### config.mk
export PLATFORM = sky130hd
export DESIGN_NAME = wdog_window
export DESIGN_NICKNAME = d
export VERILOG_FILES = /design/src/rtl/wdog_pkg.sv /design/src/rtl/wdog_ctrl_reg.sv /design/src/rtl/wdog_win_timer.sv /design/src/rtl/wdog_rst_pulse.sv /design/src/rtl/wdog_boot_flag.sv /design/src/rtl/wdog_window.sv
export SDC_FILE = /design/constraint.sdc
export NUM_CORES = 1
export LEC_CHECK = 0
export ABC_CLOCK_PERIOD_IN_PS = 3400
export CAP_MARGIN = 20
export CORE_MARGIN = 1
export CORE_UTILIZATION = 50
export DETAILED_ROUTE_END_ITERATION = 10
export DONT_BUFFER_PORTS = 1
export PLACE_DENSITY = 0.62
export SYNTH_ARGS = -nofsm -noshare
export SYNTH_HDL_FRONTEND = slang
export SYNTH_HIERARCHICAL = 1
export SYNTH_SLANG_ARGS = --single-unit
### constraint.sdc
create_clock -name clk_i -period 3.4 [get_ports clk_i]
set_clock_uncertainty 0.05 [all_clocks]
set_input_delay 0.68 -clock clk_i [delete_from_list [all_inputs] [get_ports clk_i]]
set_output_delay 0.68 -clock clk_i [all_outputs]
set_load 0.01 [all_outputs]
### src/rtl/wdog_pkg.sv
package wdog_pkg;

   // Classification of the write activity seen in one cycle
   typedef enum logic [2:0] {
      WK_IDLE  = 3'd0,   // no write, counter not at its last value
      WK_GOOD  = 3'd1,   // write of 1 inside the window
      WK_EARLY = 3'd2,   // write of 1 before the window opens
      WK_LATE  = 3'd3,   // no write at the last count of the window
      WK_STOP  = 3'd4    // write of 0, disables the watchdog
   } kick_e;

   function automatic logic wk_is_fault(kick_e k);
      return (k == WK_EARLY) || (k == WK_LATE);
   endfunction

   function automatic logic wk_restarts(kick_e k);
      return k != WK_IDLE;
   endfunction

endpackage

### src/rtl/wdog_ctrl_reg.sv
module wdog_ctrl_reg (
   input  logic clk_i,
   input  logic hard_rst_i,
   input  logic wr_i,
   input  logic wr_val_i,
   input  logic hold_i,
   output logic en_o
);

   logic en_q;

   always_ff @(posedge clk_i or posedge hard_rst_i) begin
      if (hard_rst_i) begin
         en_q <= 1'b0;
      end else if (wr_i && !hold_i) begin
         en_q <= wr_val_i;
      end
   end

   assign en_o = en_q;

endmodule

### src/rtl/wdog_win_timer.sv
module wdog_win_timer
   import wdog_pkg::*;
#(
   parameter int MIN_CYC = 1000,
   parameter int TMO_CYC = 4000,
   parameter int CNT_W   = $clog2(TMO_CYC)
) (
   input  logic             clk_i,
   input  logic             hard_rst_i,
   input  logic             en_i,
   input  logic             hold_i,
   input  logic             wr_i,
   input  logic             wr_val_i,
   output logic             fault_o,
   output logic [CNT_W-1:0] cnt_o
);

   localparam logic [CNT_W-1:0] MinV  = CNT_W'(MIN_CYC);
   localparam logic [CNT_W-1:0] LastV = CNT_W'(TMO_CYC - 1);

   logic [CNT_W-1:0] cnt_q;
   kick_e            kind;

   always_comb begin
      kind = WK_IDLE;
      if (wr_i && !wr_val_i) begin
         kind = WK_STOP;
      end else if (wr_i) begin
         kind = (cnt_q < MinV) ? WK_EARLY : WK_GOOD;
      end else if (cnt_q == LastV) begin
         kind = WK_LATE;
      end
   end

   assign fault_o = en_i && !hold_i && wk_is_fault(kind);

   always_ff @(posedge clk_i or posedge hard_rst_i) begin
      if (hard_rst_i) begin
         cnt_q <= '0;
      end else if (!en_i || hold_i || wk_restarts(kind)) begin
         cnt_q <= '0;
      end else begin
         cnt_q <= cnt_q + 1'b1;
      end
   end

   assign cnt_o = cnt_q;

endmodule

### src/rtl/wdog_rst_pulse.sv
module wdog_rst_pulse #(
   parameter int PULSE_CYC = 16
) (
   input  logic clk_i,
   input  logic hard_rst_i,
   input  logic fire_i,
   output logic active_o
);

   generate
      if (PULSE_CYC == 1) begin : g_single
         logic act_q;
         always_ff @(posedge clk_i or posedge hard_rst_i) begin
            if (hard_rst_i) act_q <= 1'b0;
            else            act_q <= fire_i;
         end
         assign active_o = act_q;
      end else begin : g_count
         localparam int PW = $clog2(PULSE_CYC + 1);
         logic [PW-1:0] left_q;
         always_ff @(posedge clk_i or posedge hard_rst_i) begin
            if (hard_rst_i) begin
               left_q <= '0;
            end else if (fire_i) begin
               left_q <= PW'(PULSE_CYC);
            end else if (left_q != '0) begin
               left_q <= left_q - 1'b1;
            end
         end
         assign active_o = (left_q != '0);
      end
   endgenerate

endmodule

### src/rtl/wdog_boot_flag.sv
module wdog_boot_flag (
   input  logic clk_i,
   input  logic hard_rst_i,
   input  logic set_i,
   input  logic rd_i,
   output logic warm_o
);

   logic warm_q;

   always_ff @(posedge clk_i or posedge hard_rst_i) begin
      if (hard_rst_i)  warm_q <= 1'b0;
      else if (set_i)  warm_q <= 1'b1;
      else if (rd_i)   warm_q <= 1'b0;
   end

   assign warm_o = warm_q;

endmodule

### src/rtl/wdog_window.sv
module wdog_window #(
   parameter int MIN_CYC   = 1000,
   parameter int TMO_CYC   = 4000,
   parameter int PULSE_CYC = 16
) (
   input  logic clk_i,
   input  logic hard_rst_i,
   input  logic en_wr_i,
   input  logic en_val_i,
   input  logic boot_rd_i,
   output logic wd_rst_n_o,
   output logic warm_boot_o
);

   localparam int CNT_W = $clog2(TMO_CYC);

   generate
      if (MIN_CYC < 1 || MIN_CYC >= TMO_CYC) begin : g_bad_window
         $error("wdog_window: need 1 <= MIN_CYC < TMO_CYC");
      end
      if (TMO_CYC < 2) begin : g_bad_tmo
         $error("wdog_window: TMO_CYC must be at least 2");
      end
      if (PULSE_CYC < 1) begin : g_bad_pulse
         $error("wdog_window: PULSE_CYC must be at least 1");
      end
   endgenerate

   logic             en_q;
   logic             pulse_on;
   logic             fault;
   logic [CNT_W-1:0] tmr_cnt;

   wdog_ctrl_reg u_ctrl (
      .clk_i      (clk_i),
      .hard_rst_i (hard_rst_i),
      .wr_i       (en_wr_i),
      .wr_val_i   (en_val_i),
      .hold_i     (pulse_on),
      .en_o       (en_q)
   );

   wdog_win_timer #(
      .MIN_CYC (MIN_CYC),
      .TMO_CYC (TMO_CYC),
      .CNT_W   (CNT_W)
   ) u_timer (
      .clk_i      (clk_i),
      .hard_rst_i (hard_rst_i),
      .en_i       (en_q),
      .hold_i     (pulse_on),
      .wr_i       (en_wr_i),
      .wr_val_i   (en_val_i),
      .fault_o    (fault),
      .cnt_o      (tmr_cnt)
   );

   wdog_rst_pulse #(
      .PULSE_CYC (PULSE_CYC)
   ) u_pulse (
      .clk_i      (clk_i),
      .hard_rst_i (hard_rst_i),
      .fire_i     (fault),
      .active_o   (pulse_on)
   );

   wdog_boot_flag u_flag (
      .clk_i      (clk_i),
      .hard_rst_i (hard_rst_i),
      .set_i      (fault),
      .rd_i       (boot_rd_i),
      .warm_o     (warm_boot_o)
   );

   assign wd_rst_n_o = !pulse_on;

endmodule

# Word level (Yosys, flattened, before mapping)
# Index checks and enable logic that the tools add are counted.
op_classes:
  mux: 9
  n_lt_le_gt_ge: 1
  n_eq_ne: 3
  n_addsub: 2
  reduce_logical: 14
op_table:
  columns: ["op", "n"]
  rows:
  - ["12-bit by 1-bit adder with 12-bit output, second input constant", 1]
  - ["12-bit equality test, second input constant", 1]
  - ["12-bit by 10-bit < comparator with 1-bit output, second input constant", 1]
  - ["12-bit two-way mux", 1]
  - ["5-bit two-way mux", 2]
  - ["3-bit by 2-bit equality test with 1-bit output, second input constant", 2]
  - ["3-bit two-way mux", 2]
  - ["5-bit nonzero test", 1]
  - ["5-bit by 1-bit subtractor with 5-bit output, second input constant", 1]
  - ["1-bit logical AND", 4]
  - ["2-bit two-way mux", 2]
  - ["2-bit nonzero test", 2]
  - ["1-bit logical NOT", 3]
  - ["1-bit logical OR", 3]
  - ["3-bit nonzero test", 1]
  - ["1-bit two-way mux", 2]
totals:
  ff_bits: 19
  output_inout_bits: 2

# Depth between registers and ports, before layout
logic_depth:
  depth_word: 8
  mapped_depth: 8
  ltp_nobuf: 6

# Modules after synthesis
# Netlist, hierarchy kept.
by_module_without_submodules:
  columns: ["module", "area_each_um2", "seq_area_each_um2", "n_inst", "cells_each"]
  rows:
  - ["wdog_win_timer", 643.1, 300.3, 1, 66]
  - ["wdog_rst_pulse", 255.2, 125.1, 1, 26]
  - ["wdog_ctrl_reg", 57.6, 25.0, 1, 4]
  - ["wdog_boot_flag", 40.0, 25.0, 1, 4]
  - ["wdog_window", 3.8, 0.0, 1, 1]

# Least setup slack after synthesis
# No wires, ideal clock.
synth_path:
  path_kind: "register to output"
  startpoint: "register u_pulse.g_count.left_q[0]"
  endpoint: "output wd_rst_n_o"
  path_slack_ns: 1.350
  n_path_buf: 1
  path_stages_with_launch: 6
  arrival_ns: 1.320
  cell_sequence: "dfrtp_1 > inv_1 > ha_1 > or4b_1 > buf_2 > inv_1"
synth_via:
  elab_chain_cells: 2
synth_rtl:
  columns: ["element", "line_no", "rtl"]
  rows:
  - ["start, declared", "wdog_rst_pulse.sv:20", "logic [PW-1:0] left_q;"]
  - ["start signal, assigned", "wdog_rst_pulse.sv:25", "left_q <= PW'(PULSE_CYC);"]
  - ["start signal, assigned", "wdog_rst_pulse.sv:27", "left_q <= left_q - 1'b1;"]
  - ["5-bit nonzero test", "wdog_rst_pulse.sv:30", "assign active_o = (left_q != '0);"]
  - ["via pulse_on", "wdog_window.sv:30", "logic pulse_on;"]
  - ["1-bit logical NOT", "wdog_window.sv:75", "assign wd_rst_n_o = !pulse_on;"]
  - ["end, declared", "wdog_window.sv:11", "output logic wd_rst_n_o,"]
# The timed path passes the listed nets, and every way through them passes these cells.

# Worst setup path in the final report
# Ends and elaborated chain as after synthesis.

==> impl_metrics.csv <==
group,metric,value,unit
power,power.internal,380.1,µW
synthesis,synthTopCellsByArea,"dfrtp_1 48%, a21oi_1 5.0%, inv_1 4.1%",
route,drt_iter0_drc,21,
synthesis,synth.largest_area_cell,"dfrtp_1",
timing,finalHoldViolations,0,
power,finalPower,550.3,µW
synthesis,synth_nets,108,
global_route,grt_max_degree,13,
synthesis,ys_types,31,
synthesis,synth_mux_area_share,1.502,%
clock_tree,clockBufferDepth,2,
power,switching_share,30.92,%
cells_and_area,nFillCells,169,
timing,slew_headroom,64.51,%
setup_path,crit_path_frequent_cell,"inv_1",
setup_path,worstRegToRegCells,6,
synthesis,synth_commonest_cells,"19 x dfrtp_1, 11 x inv_1, 10 x a21oi_1",
synthesis,synth-simple-area-share,24.28,%
floorplan,ioPinCount,7,
global_route,antenna_found_initial,0,
synthesis,synthesis.area,999.7,µm²
synthesis,async_reset_ff_share,100.0,%
synthesis,synth_edf_count,0,
floorplan,core,1802,µm²
timing,fmax,393.4,MHz
timing,slew_violations,0,
global_route,grt_overflow_total,0,
route,vias,714,
global_route,grt_use_total,20.60,%
placed_design,numPortBuffers,0,
route,totalWireLength,1770,µm
setup_path,required,2670,ps
placed_design,hpwlAfterDp,1319,µm
placed_design,post-place-ws,1131,ps
setup_path,cp_max_fo,8,
route,drcViolationCount,0,
timing,finalSetupViolCount,0,
global_route,grt_pass1_wl,3036,µm
power,p_leak,0.0004629,µW
floorplan,die_x,46.72,µm
timing,setup_tns,0,ps
synthesis,synthAdderAreaFrac,2.503,%
cells_and_area,final_util,58.47,%
route,wire_per_inst,13.72,µm
setup_path,crit_arrival,1810,ps
timing,post-route-min-period,2542,ps
synthesis,synth_top_area_share,47.56,%
clock_tree,clk_pin_slew_worst_paths,110,ps
setup_path,end_kind,"output port",
cells_and_area,ff_latch_area,475.5,µm²
timing,worst_pin_slew,532.4,ps
clock_tree,cts_repair_resize_count,0,
synthesis,yosysSeqAreaShare,47.56,%
cells_and_area,layout.nets,112,
setup_path,slowest_delay,640,ps
floorplan,die_h,46.72,µm
floorplan,dieArea,2182,µm²
synthesis,yosysWarnings,6,
clock_tree,clk_latency,290,ps
cells_and_area,synthToLayoutAreaGrowth,5.382,%
power,power.share.clock,20.5,%
floorplan,std_cell_rows,15,
synthesis,synth_top_family_by_area,"simple AND/OR/NAND/NOR gates",
clock_tree,postCtsSetupBuffers,0,
cells_and_area,drive_gt1_share,9.615,%
clock_tree,holdBufCountCts,0,
power,power_switching,170.1,µW
global_route,first_global_vias,681,
cells_and_area,multi_input_area,470.5,µm²
clock_tree,cts_root_buf,"clkbuf_4",
route,post_drt_via_cell_ratio,5.535,
synthesis,ys_seq_elements,19,
synthesis,synth_compound_area_share,15.27,%
route,ant_nets,0,
synthesis,avgSynthCellArea,9.898,µm²
clock_tree,cts_tree,"done",
placed_design,gp_congestion,0.8443,
clock_tree,htree_levels,1,
power,seqPwrFrac,52.9,%
timing,final.period_utilization,74.76,%
synthesis,synthCells,101,
cells_and_area,n_antenna_cell,0,
timing,rsz0062_at_grt,"false",
setup_path,path_class,"flip-flop to output port",
route,drt_first_pass_iters,4,
clock_tree,cts_buffers,3,
power,p_comb_share,26.7,%
setup_path,crit_slowest_cell,"or4b_1",
setup_path,critPathLaunchType,"flip-flop",
power,power-per-cell-area,522.3,nW/µm²
clock_tree,cts_sinks,19,
timing,setup_ws,858.3,ps
setup_path,crit_path_cell_trace,"inv_1 -> ha_1 -> or4b_1 -> inv_1",
run,maxCapViolCount,0,
power,peakVddDrop,366.4,µV
synthesis,synth-xor-area-share,3.504,%
synthesis,synth.most_common_cell,"dfrtp_1",
hold_path,hold_path.class,"input port to asynchronous set/reset pin",
synthesis,synth_ff_type,"dfrtp_1",
timing,timing.hold.ws,38.59,ps
status,status,"complete, no violations",
floorplan,initial_core_util,55.49,%
[layout make-up]
type                            instances  area share, %
Sequential cell                        19          45.13
Multi-Input combinational cell         69          44.66
Inverter                               11          3.919
Tap cell                               25          2.969
Clock buffer                            3          2.138
Timing Repair Buffer                    1         0.7126
Clock inverter                          1         0.4751
[kinds of logic (layout without fill, tap and decap cells)]
group | Yosys count | in the layout
buffers and inverters | 13 | 16
AOI/OAI and AO/OA | 24 | 24
adders and majority gates | 2 | 2
and+or+nand+nor | 38 | 38
DFF | 19 | 19
muxes | 1 | 1
xor gates and xnor gates | 4 | 4
[placed cells by master (no fill, tap or decap), types with 2 or more instances in the layout]
cell,synthesis,layout
inv_1,11,11
or4_1,4,4
nand2_1,5,5
a21oi_1,10,10
dfrtp_1,19,19
clkbuf_4,0,3
o31ai_1,4,4
nand3_1,5,5
nor2_1,9,9
xor2_1,2,2
ha_1,2,2
o21ai_0,4,4
a21o_1,2,2
xnor2_1,2,2
or3_1,5,5
[routing by layer]
metal | wire [µm] | vias up | part of all wire [%] | global-route usage, %
met5 | 0 | - | 0 | 0
met4 | 0 | 0 | 0 | 8.571
met3 | 61 | 0 | 3.4 | 5.098
met2 | 810 | 10 | 46 | 29.72
met1 | 898 | 336 | 51 | 29.53
li1 | - | 368 | - | -
[registers in the layout (all words and copies together), names as in the netlist]
name and cells:
u_timer/cnt_o 12, u_pulse/g_count.left_q 5, u_ctrl/en_o 1, u_flag/warm_o 1
[power groups by stage]
stage | combinational, µW | clock, µW | sequential (µW)
floorplan | 129 | 0 | 288
global placement | 146 | 0 | 294
detailed placement | 149 | 0 | 296
CTS | 149 | 118 | 291
global route | 166 | 132 | 297
finish | 147 | 113 | 291
[critical path, delay by kind of cell, from the launching register on]
family,cells,cell delay (ps)
buffers and inverters,2,230
adders and majority gates,1,230
DFF,1,410
and+or+nand+nor,1,640
[path summary, 6_finish.rpt]
path | startpoint | slack (ps) | to
setup / recovery | u_pulse/g_count.left_q[0] | 860 | wd_rst_n_o
hold / removal | hard_rst_i | 40 | u_flag/warm_o
min in group clk_i | u_timer/cnt_o[0] | 450 | u_timer/cnt_o[0]
max in group asynchronous | hard_rst_i | 2760 | u_timer/cnt_o[7]
hold reg to reg | u_timer/cnt_o[0] | 450 | u_timer/cnt_o[0]
setup reg to reg | u_pulse/g_count.left_q[0] | 1130 | u_pulse/g_count.left_q[0]
[through the flow]
stage / cells / cell area (µm²)
CTS: 129 / 1054
global route: 129 / 1054
global placement: 125 / 1026
detailed placement: 125 / 1026
finish: 129 / 1054
floorplan: 101 / 999.7
(Power assumes the default switching activity.)
